[config.mk]
export PLATFORM = sky130hd
export DESIGN_NAME = ecc_word_mem
export DESIGN_NICKNAME = d
export VERILOG_FILES = /design/src/rtl/ecc_mem_pkg.sv /design/src/rtl/ecc_encoder.sv /design/src/rtl/ecc_store.sv /design/src/rtl/ecc_decoder.sv /design/src/rtl/ecc_word_mem.sv
export SDC_FILE = /design/constraint.sdc
export NUM_CORES = 1
export LEC_CHECK = 0
export BUFFER_PORTS_ARGS = -buffer_cell sky130_fd_sc_hd__buf_2
export CAP_MARGIN = 10
export CORE_UTILIZATION = 52
export CTS_BUF_LIST = sky130_fd_sc_hd__clkbuf_16
export DETAILED_ROUTE_END_ITERATION = 10
export GPL_TIMING_DRIVEN = 0
export PLACE_DENSITY = 0.77
export SLEW_MARGIN = 20
export SYNTH_ARGS = -nofsm -noshare
export SYNTH_HDL_FRONTEND = slang
export SYNTH_SLANG_ARGS = --single-unit
[constraint.sdc]
create_clock -name clk -period 0.8 [get_ports clk]
set_input_delay 0 -clock clk [delete_from_list [all_inputs] [get_ports clk]]
set_output_delay 0 -clock clk [all_outputs]
set_load 0.02 [all_outputs]
[src/rtl/ecc_mem_pkg.sv]
package ecc_mem_pkg;

  localparam int DATA_W  = 11;
  localparam int CHK_W   = 4;
  localparam int CODE_W  = (1 << CHK_W) - 1;
  localparam int STORE_W = CODE_W + 1;
  localparam int DEPTH   = 16;
  localparam int ADDR_W  = $clog2(DEPTH);

  // True for positions that carry a check bit (1, 2, 4, 8).
  function automatic bit is_check_pos(int p);
    return (p & (p - 1)) == 0;
  endfunction

  // XOR of the position numbers of all set bits in a codeword.
  function automatic logic [CHK_W-1:0] set_pos_xor(logic [CODE_W-1:0] cw);
    logic [CHK_W-1:0] acc;
    acc = '0;
    for (int p = 1; p <= CODE_W; p++) begin
      if (cw[p-1]) acc = acc ^ CHK_W'(p);
    end
    return acc;
  endfunction

  // Place data bits on the non-check positions, in ascending order.
  function automatic logic [CODE_W-1:0] spread_data(logic [DATA_W-1:0] d);
    logic [CODE_W-1:0] cw;
    int k;
    cw = '0;
    k  = 0;
    for (int p = 1; p <= CODE_W; p++) begin
      if (!is_check_pos(p)) begin
        cw[p-1] = d[k];
        k++;
      end
    end
    return cw;
  endfunction

  // Pull data bits back out of the non-check positions.
  function automatic logic [DATA_W-1:0] collect_data(logic [CODE_W-1:0] cw);
    logic [DATA_W-1:0] d;
    int k;
    d = '0;
    k = 0;
    for (int p = 1; p <= CODE_W; p++) begin
      if (!is_check_pos(p)) begin
        d[k] = cw[p-1];
        k++;
      end
    end
    return d;
  endfunction

endpackage

[src/rtl/ecc_encoder.sv]
module ecc_encoder
  import ecc_mem_pkg::*;
(
  input  logic               clk,
  input  logic               rst_n,
  input  logic [DATA_W-1:0]  data_in,
  input  logic [STORE_W-1:0] flip_mask,
  output logic [STORE_W-1:0] word_out
);

  logic [CODE_W-1:0] data_spread;
  logic [CHK_W-1:0]  chk;
  logic [CODE_W-1:0] cw;
  logic              ovr_par;

  always_comb begin
    data_spread = spread_data(data_in);
    chk         = set_pos_xor(data_spread);
  end

  // Drop each check bit onto its power-of-two position.
  always_comb begin
    cw = data_spread;
    for (int j = 0; j < CHK_W; j++) begin
      cw[(1 << j) - 1] = chk[j];
    end
  end

  always_comb begin
    ovr_par  = ^cw;
    word_out = {ovr_par, cw} ^ flip_mask;
  end

  // an unmasked encoded word has zero syndrome and even overall parity
  clean_word_chk: assert property (@(posedge clk) disable iff (!rst_n)
    (flip_mask == '0) |-> ((set_pos_xor(word_out[CODE_W-1:0]) == '0) && !(^word_out)));

endmodule

[src/rtl/ecc_store.sv]
module ecc_store
  import ecc_mem_pkg::*;
(
  input  logic               clk,
  input  logic               wr_en,
  input  logic [ADDR_W-1:0]  wr_addr,
  input  logic [STORE_W-1:0] wr_word,
  input  logic [ADDR_W-1:0]  rd_addr,
  output logic [STORE_W-1:0] rd_word
);

  logic [STORE_W-1:0] cells [DEPTH];

  always_ff @(posedge clk) begin
    if (wr_en) cells[wr_addr] <= wr_word;
  end

  assign rd_word = cells[rd_addr];

endmodule

[src/rtl/ecc_decoder.sv]
module ecc_decoder
  import ecc_mem_pkg::*;
(
  input  logic [STORE_W-1:0] word_in,
  output logic [DATA_W-1:0]  data_out,
  output logic               single_err,
  output logic               double_err
);

  logic [CHK_W-1:0]  syndrome;
  logic              par_bad;
  logic [CODE_W-1:0] repaired;

  always_comb begin
    syndrome = set_pos_xor(word_in[CODE_W-1:0]);
    par_bad  = ^word_in;
  end

  // Invert the pointed-to position only when parity confirms an odd flip count.
  always_comb begin
    repaired = word_in[CODE_W-1:0];
    for (int p = 1; p <= CODE_W; p++) begin
      if (par_bad && (syndrome == CHK_W'(p))) repaired[p-1] = ~word_in[p-1];
    end
  end

  always_comb begin
    data_out   = collect_data(repaired);
    single_err = par_bad;
    double_err = (syndrome != '0) && !par_bad;
  end

endmodule

[src/rtl/ecc_word_mem.sv]
module ecc_word_mem
  import ecc_mem_pkg::*;
(
  input  logic               clk,
  input  logic               rst_n,
  input  logic               wr_en,
  input  logic [ADDR_W-1:0]  wr_addr,
  input  logic [DATA_W-1:0]  wr_data,
  input  logic [STORE_W-1:0] wr_flip_mask,
  input  logic               rd_en,
  input  logic [ADDR_W-1:0]  rd_addr,
  output logic               rd_valid,
  output logic [DATA_W-1:0]  rd_data,
  output logic               rd_single_err,
  output logic               rd_double_err
);

  // Reset: asserted asynchronously, released on the second clock edge.
  logic [1:0] rst_sync_q;
  logic       rst_int_n;

  always_ff @(posedge clk or negedge rst_n) begin
    if (!rst_n) rst_sync_q <= 2'b00;
    else        rst_sync_q <= {rst_sync_q[0], 1'b1};
  end
  assign rst_int_n = rst_sync_q[1];

  logic [STORE_W-1:0] enc_word;
  logic [STORE_W-1:0] fetched_word;
  logic [DATA_W-1:0]  dec_data;
  logic               dec_single;
  logic               dec_double;

  ecc_encoder u_enc (
    .clk       (clk),
    .rst_n     (rst_int_n),
    .data_in   (wr_data),
    .flip_mask (wr_flip_mask),
    .word_out  (enc_word)
  );

  ecc_store u_store (
    .clk     (clk),
    .wr_en   (wr_en),
    .wr_addr (wr_addr),
    .wr_word (enc_word),
    .rd_addr (rd_addr),
    .rd_word (fetched_word)
  );

  ecc_decoder u_dec (
    .word_in    (fetched_word),
    .data_out   (dec_data),
    .single_err (dec_single),
    .double_err (dec_double)
  );

  // Read result stage: next-state logic
  logic              valid_nxt, valid_q;
  logic [DATA_W-1:0] data_nxt, data_q;
  logic              sgl_nxt, sgl_q;
  logic              dbl_nxt, dbl_q;

  always_comb begin
    valid_nxt = rd_en;
    data_nxt  = rd_en ? dec_data : data_q;
    sgl_nxt   = rd_en & dec_single;
    dbl_nxt   = rd_en & dec_double;
  end

  // Read result stage: registers
  always_ff @(posedge clk or negedge rst_int_n) begin
    if (!rst_int_n) begin
      valid_q <= 1'b0;
      data_q  <= '0;
      sgl_q   <= 1'b0;
      dbl_q   <= 1'b0;
    end else begin
      valid_q <= valid_nxt;
      data_q  <= data_nxt;
      sgl_q   <= sgl_nxt;
      dbl_q   <= dbl_nxt;
    end
  end

  assign rd_valid      = valid_q;
  assign rd_data       = data_q;
  assign rd_single_err = sgl_q;
  assign rd_double_err = dbl_q;


  valid_follows_req_chk: assert property (@(posedge clk) disable iff (!rst_int_n)
    rd_en |=> rd_valid);


  valid_needs_req_chk: assert property (@(posedge clk) disable iff (!rst_int_n)
    !rd_en |=> !rd_valid);


  flags_exclusive_chk: assert property (@(posedge clk) disable iff (!rst_int_n)
    !(rd_single_err && rd_double_err));


  flags_idle_chk: assert property (@(posedge clk) disable iff (!rst_int_n)
    !rd_valid |-> (!rd_single_err && !rd_double_err));

endmodule

==> results of run 1 <==
[synth_stat cells (all sizes together) (6+ instances only)]
| cell | n |
|---|---|
| a21oi | 13 |
| a22oi | 10 |
| buf | 16 |
| clkbuf | 6 |
| dfrtp | 16 |
| edfxtp | 256 |
| mux2i | 20 |
| mux4 | 63 |
| nand2 | 13 |
| nor2 | 23 |
| nor3 | 8 |
| o21ai | 9 |
| xnor2 | 29 |
| xnor3 | 7 |
| xor2 | 23 |
[worst paths after layout]
path,end,slack (ns),cells after the start
max reg2reg,rd_data[0]$_DFFE_PN0P_,-2.54,8
min reg2reg,rd_data[4]$_DFFE_PN0P_,0.23,0
max in group asynchronous,rd_data[0]$_DFFE_PN0P_,0.20,0
min in group asynchronous,rd_data[4]$_DFFE_PN0P_,0.23,0
min,u_store.cells[3][11]$_DFFE_PP_,-0.06,2
max,rd_data[0]$_DFFE_PN0P_,-2.54,8
[cells by family (layout without fill, tap and decap cells)]
family / after synthesis / in the layout
other: 1 / 1
XOR/XNOR: 62 / 62
AND/OR/NAND/NOR: 77 / 77
multiplexers: 84 / 84
buffers and inverters: 26 / 200
flip-flops: 272 / 272
AO/OA/AOI/OAI: 52 / 52
[worst max-delay path, stage by stage (launching register included)]
cell and delay [ns]:
edfxtp_1 0.41, mux4_2 0.48, mux4_2 0.57, xor2_2 0.21, xnor3_2 0.37, xnor3_2 0.33, or2_4 0.29, or4_1 0.40
a31oi_1 0.17
[cell usage in the layout (no fill, tap or decap), types with 6 or more instances in the layout]
cell / count
edfxtp_1: 256
nor2_4: 12
mux2i_1: 20
buf_6: 31
nor2_1: 11
a22oi_1: 10
buf_12: 26
buf_2: 27
nor3_4: 6
xor2_2: 12
nand2_1: 11
xnor3_2: 6
a21oi_1: 11
clkbuf_16: 30
xnor2_1: 6
mux4_2: 61
dfrtp_1: 16
inv_1: 7
xnor2_2: 11
clkinv_1: 6
buf_4: 43
xor2_1: 7
xnor2_4: 12
[per-layer routing]
layer	wire length, µm	up-vias	GRT usage (%)
met3	2217	49	3.171
met2	14390	373	42.57
met4	592	0	7.879
met5	0	-	0
li1	-	2631	-
met1	10620	3298	35.30
[final cells by class]
type	count	area [µm²]
clock buffer	29	725.7
sequential	272	8088
fill	1249	6490
multi-input combinational	276	3820
buffer	22	236.5
timing repair buffer	123	1291
inverter	4	15.01
clock inverter	22	210.2
tap	275	344.1
[registers in the layout, indices dropped and copies added, names as in the netlist]
signal / flops
rd_valid: 1
rst_sync_q: 2
rd_data: 11
u_store.cells: 256
rd_single_err: 1
rd_double_err: 1
[power by group]
| group | internal (mW) | switching, mW |
|---|---|---|
| clock | 7.83 | 5.31 |
| combinational | 4.94 | 5.22 |
| sequential | 16.9 | 0.283 |
| total | 29.7 | 10.8 |
[stage by stage]
stage                     cells  instance area (µm²)  hold WS, ns
after floorplan             574                11790      -0.2956
after global placement      899                12380      -0.2148
after detailed placement    902                12440      -0.2101
after CTS                  1010                14460     -0.07610
after global routing       1023                14730     -0.04215
final                      1023                14730     -0.05609
[repair_timing]
| action | in CTS | in global routing |
|---|---|---|
| hold endpoints to repair | 119 | 87 |
| cloned | 2 | 0 |
| resized for setup | 81 | 35 |
| buffers inserted | 52 | 14 |
| setup endpoints to repair | 463 | 139 |
| hold buffers | 3 | 1 |
| pin swaps | 36 | 14 |
==> impl_metrics.toml, run 1 <==
[run_status]
outcome = "finished, violations left"
violations = "hold timing, setup timing"

[detailed_routing]
drt_iter0_markers = 800
vias = 6351
remaining_drc_errors = 0
firstDrtPassIters = 5
final_antenna_net_count = 0
vias_per_cell = 6.208
totalWireLength_mm = 27.83
avgRoutedWirePerCell_um = 27.20

[place]
portBuffers = 50
dp_hpwl_mm = 15.84
post-place-ws_ns = -3.217
place.gp.congestion = 0.8407

[worst_hold_path]
worstHoldStart = "wr_flip_mask[11]"
hold_path_class = "primary input to register"

[critical_path]
critPathArrivalTime_ns = 3.78
startpoint = "u_store.cells[1][14]$_DFFE_PP_"
critPathCaptureType = "register"
critPathKind = "register to register"
start_kind = "register"
critPathRequiredTime_ns = 1.24
cp_max_fo = 6
worst_r2r_startpoint = "u_store.cells[1][14]$_DFFE_PP_"

[clocking]
tritoncts = "built"
cts_buffers = 28
cts.sinks = 272
cts-root-buf = "clkbuf_16"
clk_path_buf_depth = 3
clkLatencyLatePin_ns = 0.54
clk_pin_slew_ns = 0.06
cts_max_level = 1

[synthesis]
async_flop_share_pct = 5.882
synth_cell_types = 53
syn_inst = 574
synthAdderAreaFrac_pct = 0
synth_area_um2 = 11370
synthMuxAreaShare_pct = 14.50
ys_ff_latch = 272
synth.top_cells.by_area = "edfxtp_1 (68%), mux4_2 (11%), dfrtp_1 (3.5%), xnor2_1 (2.2%), xor2_1 (1.8%)"
ys.flop_type = "edfxtp_1"
synth_xor_area_share_pct = 6.116
synth_compound_area_share_pct = 3.102
yosys_warnings = 0
synth_top_family_by_area = "multiplexers"
syn_area_per_cell_um2 = 19.82
yosysTopAreaCell = "edfxtp_1"
synth-seq-area-share_pct = 71.10
synth_fp_nets = 613
synthSimpleGateAreaFrac_pct = 3.575
synth_edf_count = 256
synth_top_cell_area_share_pct = 67.58

[global_routing]
grt_pass1_wl_mm = 40.18
antenna_found_initial = 0
grt_pass1_vias = 6428
grt_max_degree = 17
grtUsageTotal_pct = 25.48
overflow = 0

[timing]
tightest_slew_ns = 1.033
period_needed_ns = 3.338
fin_skew_ns = 0.01482
whs_ns = -0.05609
finalSetupViolations = 63
hold_violations = 115
rsz0062_at_grt = "true"
finalSetupTns_ns = -38.53
post-route-period-util_pct = 417.2
fmax_ghz = 0.2996
relSlewSlack_pct = 30.88
fin_ws_ns = -2.538
maxSlewViolCount = 0

[floorplanning]
die-area_um2 = 22470
num_rows = 53
io_pins = 53
core_area_um2 = 21220
start_util_pct = 53.60
die_height_um = 149.9
die-width_um = 149.9

[finish]
drive_gt1_share_pct = 43.72
num_antenna_cells = 0
synthToLayoutAreaGrowth_pct = 29.50
final_core_util_pct = 69.42
final_nets = 766

[pwr]
ir_drop_v = 0.001403
powerDensity_nw_per_um2 = 2749
power.total_mw = 40.49
leakagePower_nw = 5.107

[job]
cap_violations = 0
Power figures use the tool's default switching activity.
==> run 2, diff against run 1 <==
==> constraint.sdc (replaced) <==
create_clock -name clk -period 0.8 [get_ports clk]
set_input_delay 0.16 -clock clk [delete_from_list [all_inputs] [get_ports clk]]
set_output_delay 0.16 -clock clk [all_outputs]
set_load 0.02 [all_outputs]
==> impl_metrics.toml, run 2 (synthesis results as in run 1) <==
[run_status]
outcome = "finished, violations left"
violations = "setup timing"

[timing]
fin_ws_ns = -2.622
fin_skew_ns = 0.02357
post-route-period-util_pct = 427.7
hold_violations = 0
tightest_slew_ns = 0.8218
fmax_ghz = 0.2923
period_needed_ns = 3.422
maxSlewViolCount = 0
rsz0062_at_grt = "true"
relSlewSlack_pct = 45.21
whs_ns = 0.06406
finalSetupViolations = 196

[critical_path]
worstPathCellList = "mux4_2 -> mux4_2 -> buf_6 -> xor2_2 -> buf_4 -> xnor3_1 -> xnor3_2 -> buf_6 -> nand2b_4 -> or4b_4 -> nand3_2"
rrSetupSlack_ns = -2.62
r2r-end = "rd_data[9]$_DFFE_PN0P_"
cp_max_fo = 4
critical-path-max-stage-delay_ns = 0.55
reg2reg_depth = 11
critPathRequiredTime_ns = 1.27
start_kind = "register"
critPathCaptureType = "register"
critPathArrivalTime_ns = 3.89
worst_path_max_delay_cell = "mux4_2"
critPathKind = "register to register"
worst_r2r_startpoint = "u_store.cells[3][14]$_DFFE_PP_"

[clocking]
clk_path_buf_depth = 3
cts-root-buf = "clkbuf_16"
cts_max_level = 1
cts.sinks = 272
clkLatencyLatePin_ns = 0.56
cts_buffers = 28
tritoncts = "built"
clk_pin_slew_ns = 0.06

[floorplanning]
die-area_um2 = 22470
die_height_um = 149.9
die-width_um = 149.9
num_rows = 53
start_util_pct = 53.60
io_pins = 53
core_area_um2 = 21220

[finish]
largest_register_ffs = 256
num_antenna_cells = 0
register_area_um2 = 8088
multiInputGateArea_um2 = 3936
final_core_util_pct = 70.90
drive_gt1_share_pct = 46.59
synthToLayoutAreaGrowth_pct = 32.26
final_nets = 779
layout_commonest_cell = "edfxtp_1"
regMostFlops = "u_store.cells"
final_cell_mix = "edfxtp_1 (256), mux4_2 (62), buf_4 (51), buf_6 (39), clkbuf_16 (29)"
nFillCells = 1225

[place]
portBuffers = 50
dp_hpwl_mm = 15.90
place.gp.congestion = 0.8390

[detailed_routing]
totalWireLength_mm = 28.77
avgRoutedWirePerCell_um = 27.75
drt_iter0_markers = 608
vias = 6426
final_antenna_net_count = 0
remaining_drc_errors = 0
vias_per_cell = 6.197
firstDrtPassIters = 7

[pwr]
power.total_mw = 42.06
powerDensity_nw_per_um2 = 2796
leakagePower_nw = 5.257
ir_drop_v = 0.002000

[job]
cap_violations = 0

[worst_hold_path]
holdPathStages = 3
worstHoldStart = "wr_addr[2]"
hold_path_class = "primary input to register"
holdPathEnd = "u_store.cells[14][7]$_DFFE_PP_"

[global_routing]
antenna_found_initial = 0
grt_pass1_wl_mm = 40.51
overflow = 0
grtUsageTotal_pct = 25.49
grt_max_degree = 17
grt_pass1_vias = 6465
## run 2: metal layers
layer	part of all wire [%]	GRT usage [%]	wire (µm)	up-vias
met5	0	0	0	-
met4	2.8	8.232	800	0
met3	6.5	3.994	1866	63
met2	52	42.52	14990	321
met1	39	34.66	11110	3379
li1	-	-	-	2663
## run 2: layout make-up
type / instances / share of cell area [%]
multi-input combinational: 276 / 26.16
tap: 275 / 2.287
inverter: 4 / 0.09980
buffer: 22 / 1.580
clock inverter: 24 / 1.605
sequential: 272 / 53.76
timing repair buffer: 136 / 9.847
clock buffer: 28 / 4.657
## run 2: worst max-delay path: cells and delay by family (launching register included)
family	cells	cell delay, ns
multiplexers	2	1.07
AND/OR/NAND/NOR	3	0.75
XOR/XNOR	3	0.64
buffers and inverters	3	0.48
flip-flops	1	0.39
## run 2: metrics by stage
stage               std cells  cell area, µm²  setup WS [ns]  setup TNS [ns]
global placement          899           12480         -3.237         -406.20
finish                   1037           15040         -2.622          -50.21
CTS                       987           14190         -2.524         -106.94
detailed placement        902           12530         -3.333         -421.41
floorplan                 574           11880         -2.414         -171.75
global route             1037           15040         -2.677          -53.66
## run 2: worst max-delay path by stage
stage                                    startpoint                endpoint  slack (ns)  cells after the start
floorplan                                rd_addr[0]  rd_data[1]$_DFFE_PN0P_       -2.41                     14
global placement                         rd_addr[1]  rd_data[1]$_DFFE_PN0P_       -3.24                     14
detailed placement                       rd_addr[1]  rd_data[1]$_DFFE_PN0P_       -3.33                     14
CTS                   u_store.cells[7][3]$_DFFE_PP_  rd_data[1]$_DFFE_PN0P_       -2.52                      8
global route        u_store.cells[11][14]$_DFFE_PP_  rd_data[9]$_DFFE_PN0P_       -2.68                     11
finish               u_store.cells[3][14]$_DFFE_PP_  rd_data[9]$_DFFE_PN0P_       -2.62                     11
## run 2: what timing repair did
action                                  4_1_cts  5_1_grt
hold buffers                                  3        0
setup buffers                                28       50
gates cloned                                  2        0
pin swaps                                    32       42
endpoints found under the setup margin      359      357
endpoints found under the hold margin         4        0
gates resized for setup                      73       76
## run 2: where the power goes
part / leakage (nW) / switching, mW / internal [mW]
sequential: 2.50 / 0.285 / 16.9
clock: 0.477 / 5.40 / 7.70
combinational: 2.28 / 5.72 / 6.05
==> run 3, diff against run 2 <==
- SETUP_SLACK_MARGIN: not set -> 0.05
==> impl_metrics.toml, run 3 (synthesis results as in run 1) <==
[critical_path]
start_kind = "register"
critPathKind = "register to register"
critPathCaptureType = "register"
cp_max_fo = 4
rrSetupSlack_ns = -2.62
startpoint = "u_store.cells[9][14]$_DFFE_PP_"
critPathArrivalTime_ns = 3.90
critPathRequiredTime_ns = 1.28
worst_r2r_startpoint = "u_store.cells[9][14]$_DFFE_PP_"

[run_status]
outcome = "finished, violations left"
violations = "setup timing"

[finish]
num_antenna_cells = 0
largest_register_ffs = 256
synthToLayoutAreaGrowth_pct = 34.32
final_core_util_pct = 72.00
regMostFlops = "u_store.cells"
layout_commonest_cell = "edfxtp_1"
final_nets = 793
nFillCells = 1177
drive_gt1_share_pct = 47.42
final_cell_mix = "edfxtp_1 (256), mux4_2 (62), buf_6 (52), buf_4 (49), clkbuf_16 (32)"

[place]
post-place-ws_ns = -3.333
place.gp.congestion = 0.8390
dp_hpwl_mm = 15.90
portBuffers = 50

[detailed_routing]
drt_iter0_markers = 695
totalWireLength_mm = 30.08
vias_per_cell = 6.241
vias = 6559
remaining_drc_errors = 0
final_antenna_net_count = 0
firstDrtPassIters = 5
avgRoutedWirePerCell_um = 28.62

[clocking]
cts.sinks = 272
cts-root-buf = "clkbuf_16"
cts_max_level = 1
clkLatencyLatePin_ns = 0.56
clk_path_buf_depth = 3
clk_pin_slew_ns = 0.06
tritoncts = "built"
cts_buffers = 28

[global_routing]
antenna_found_initial = 0
grtUsageTotal_pct = 27.10
grt_max_degree = 17
grt_pass1_wl_mm = 42.90
grt_pass1_vias = 6726
overflow = 0

[timing]
relSlewSlack_pct = 43.98
tightest_slew_ns = 0.8403
maxSlewViolCount = 0
finalSetupViolations = 216
fin_skew_ns = 0.02234
post-route-period-util_pct = 427.4
fmax_ghz = 0.2925
hold_violations = 0
rsz0062_at_grt = "true"
fin_ws_ns = -2.619
period_needed_ns = 3.419

[pwr]
switching_share_pct = 27.33
p_int_mw = 30.91
switchingPower_mw = 11.62
power_frac_seq_pct = 40.4
ir_drop_v = 0.002000
leakagePower_nw = 5.364
share_comb_of_total_power_pct = 28.7
power_frac_clock_pct = 30.9
powerDensity_nw_per_um2 = 2783

[floorplanning]
start_util_pct = 53.60
die-area_um2 = 22470
num_rows = 53
die_height_um = 149.9
die-width_um = 149.9
io_pins = 53
core_area_um2 = 21220

[worst_hold_path]
worstHoldStart = "wr_flip_mask[12]"
hold_path_class = "primary input to register"

[job]
cap_violations = 0
[run 3: power by group through the flow]
| stage | Clock (mW) | Sequential (mW) | Combinational, mW |
|---|---|---|---|
| 5_1_grt | 13.8 | 17.2 | 12.7 |
| 3_3_place_gp | 0 | 17.4 | 6.19 |
| 2_1_floorplan | 0 | 17.7 | 4.43 |
| 3_5_place_dp | 0 | 17.4 | 6.47 |
| 6_report | 13.1 | 17.2 | 12.2 |
| 4_1_cts | 13.2 | 17.2 | 10.1 |
[run 3: metrics by stage]
| step | TNS [ns] | instance area (µm²) | instances | hold slack [ns] | power [mW] |
|---|---|---|---|---|---|
| 2_1_floorplan | -171.75 | 11880 | 574 | -0.1356 | 22.11 |
| 3_3_place_gp | -406.20 | 12480 | 899 | -0.05483 | 23.57 |
| 3_5_place_dp | -421.41 | 12530 | 902 | -0.05031 | 23.90 |
| 4_1_cts | -49.45 | 14930 | 1032 | 0.03486 | 40.40 |
| 5_1_grt | -57.79 | 15280 | 1051 | 0.07681 | 43.77 |
| 6_report | -56.21 | 15280 | 1051 | 0.07408 | 42.53 |
[run 3: metal layers]
metal	wire (µm)	track usage [%]	up-vias
met5	0	0	-
met4	913	7.828	0
met3	2144	4.482	66
met2	15840	46.48	351
met1	11190	35.89	3457
li1	-	-	2685
[run 3: area by class of cell]
class / instances / area, µm² / share of cell area [%]
clock inverter: 24 / 241.5 / 1.581
buffer: 22 / 237.7 / 1.556
tap: 275 / 344.1 / 2.252
sequential: 272 / 8088 / 52.94
multi-input combinational: 276 / 3956 / 25.89
timing repair buffer: 150 / 1695 / 11.10
inverter: 4 / 15.01 / 0.09827
clock buffer: 28 / 700.7 / 4.586
[run 3: repair_timing]
item,in CTS,in global routing
buffers inserted,71,21
gates cloned,4,2
hold buffers,3,0
gates resized for setup,117,53
endpoints found under the setup margin,363,283
endpoints found under the hold margin,4,0
pin swaps,46,34
[run 3: path summary, 6_finish.rpt]
path                                                   to  cells after the start
setup / recovery                   rd_data[6]$_DFFE_PN0P_                     11
hold / removal             u_store.cells[0][12]$_DFFE_PP_                      2
setup reg to reg                   rd_data[6]$_DFFE_PN0P_                     11
hold reg to reg                    rd_data[8]$_DFFE_PN0P_                      0
max in group asynchronous          rd_data[1]$_DFFE_PN0P_                      0
min in group asynchronous          rd_data[8]$_DFFE_PN0P_                      0
[run 3: critical path, stage by stage, from the launching register on]
cell	delay [ns]
edfxtp_1	0.41
mux4_2	0.49
mux4_2	0.54
buf_6	0.15
xor2_2	0.14
buf_4	0.16
xnor3_1	0.20
xnor3_2	0.31
or2_4	0.30
buf_4	0.14
or4_4	0.41
nand3_2	0.07
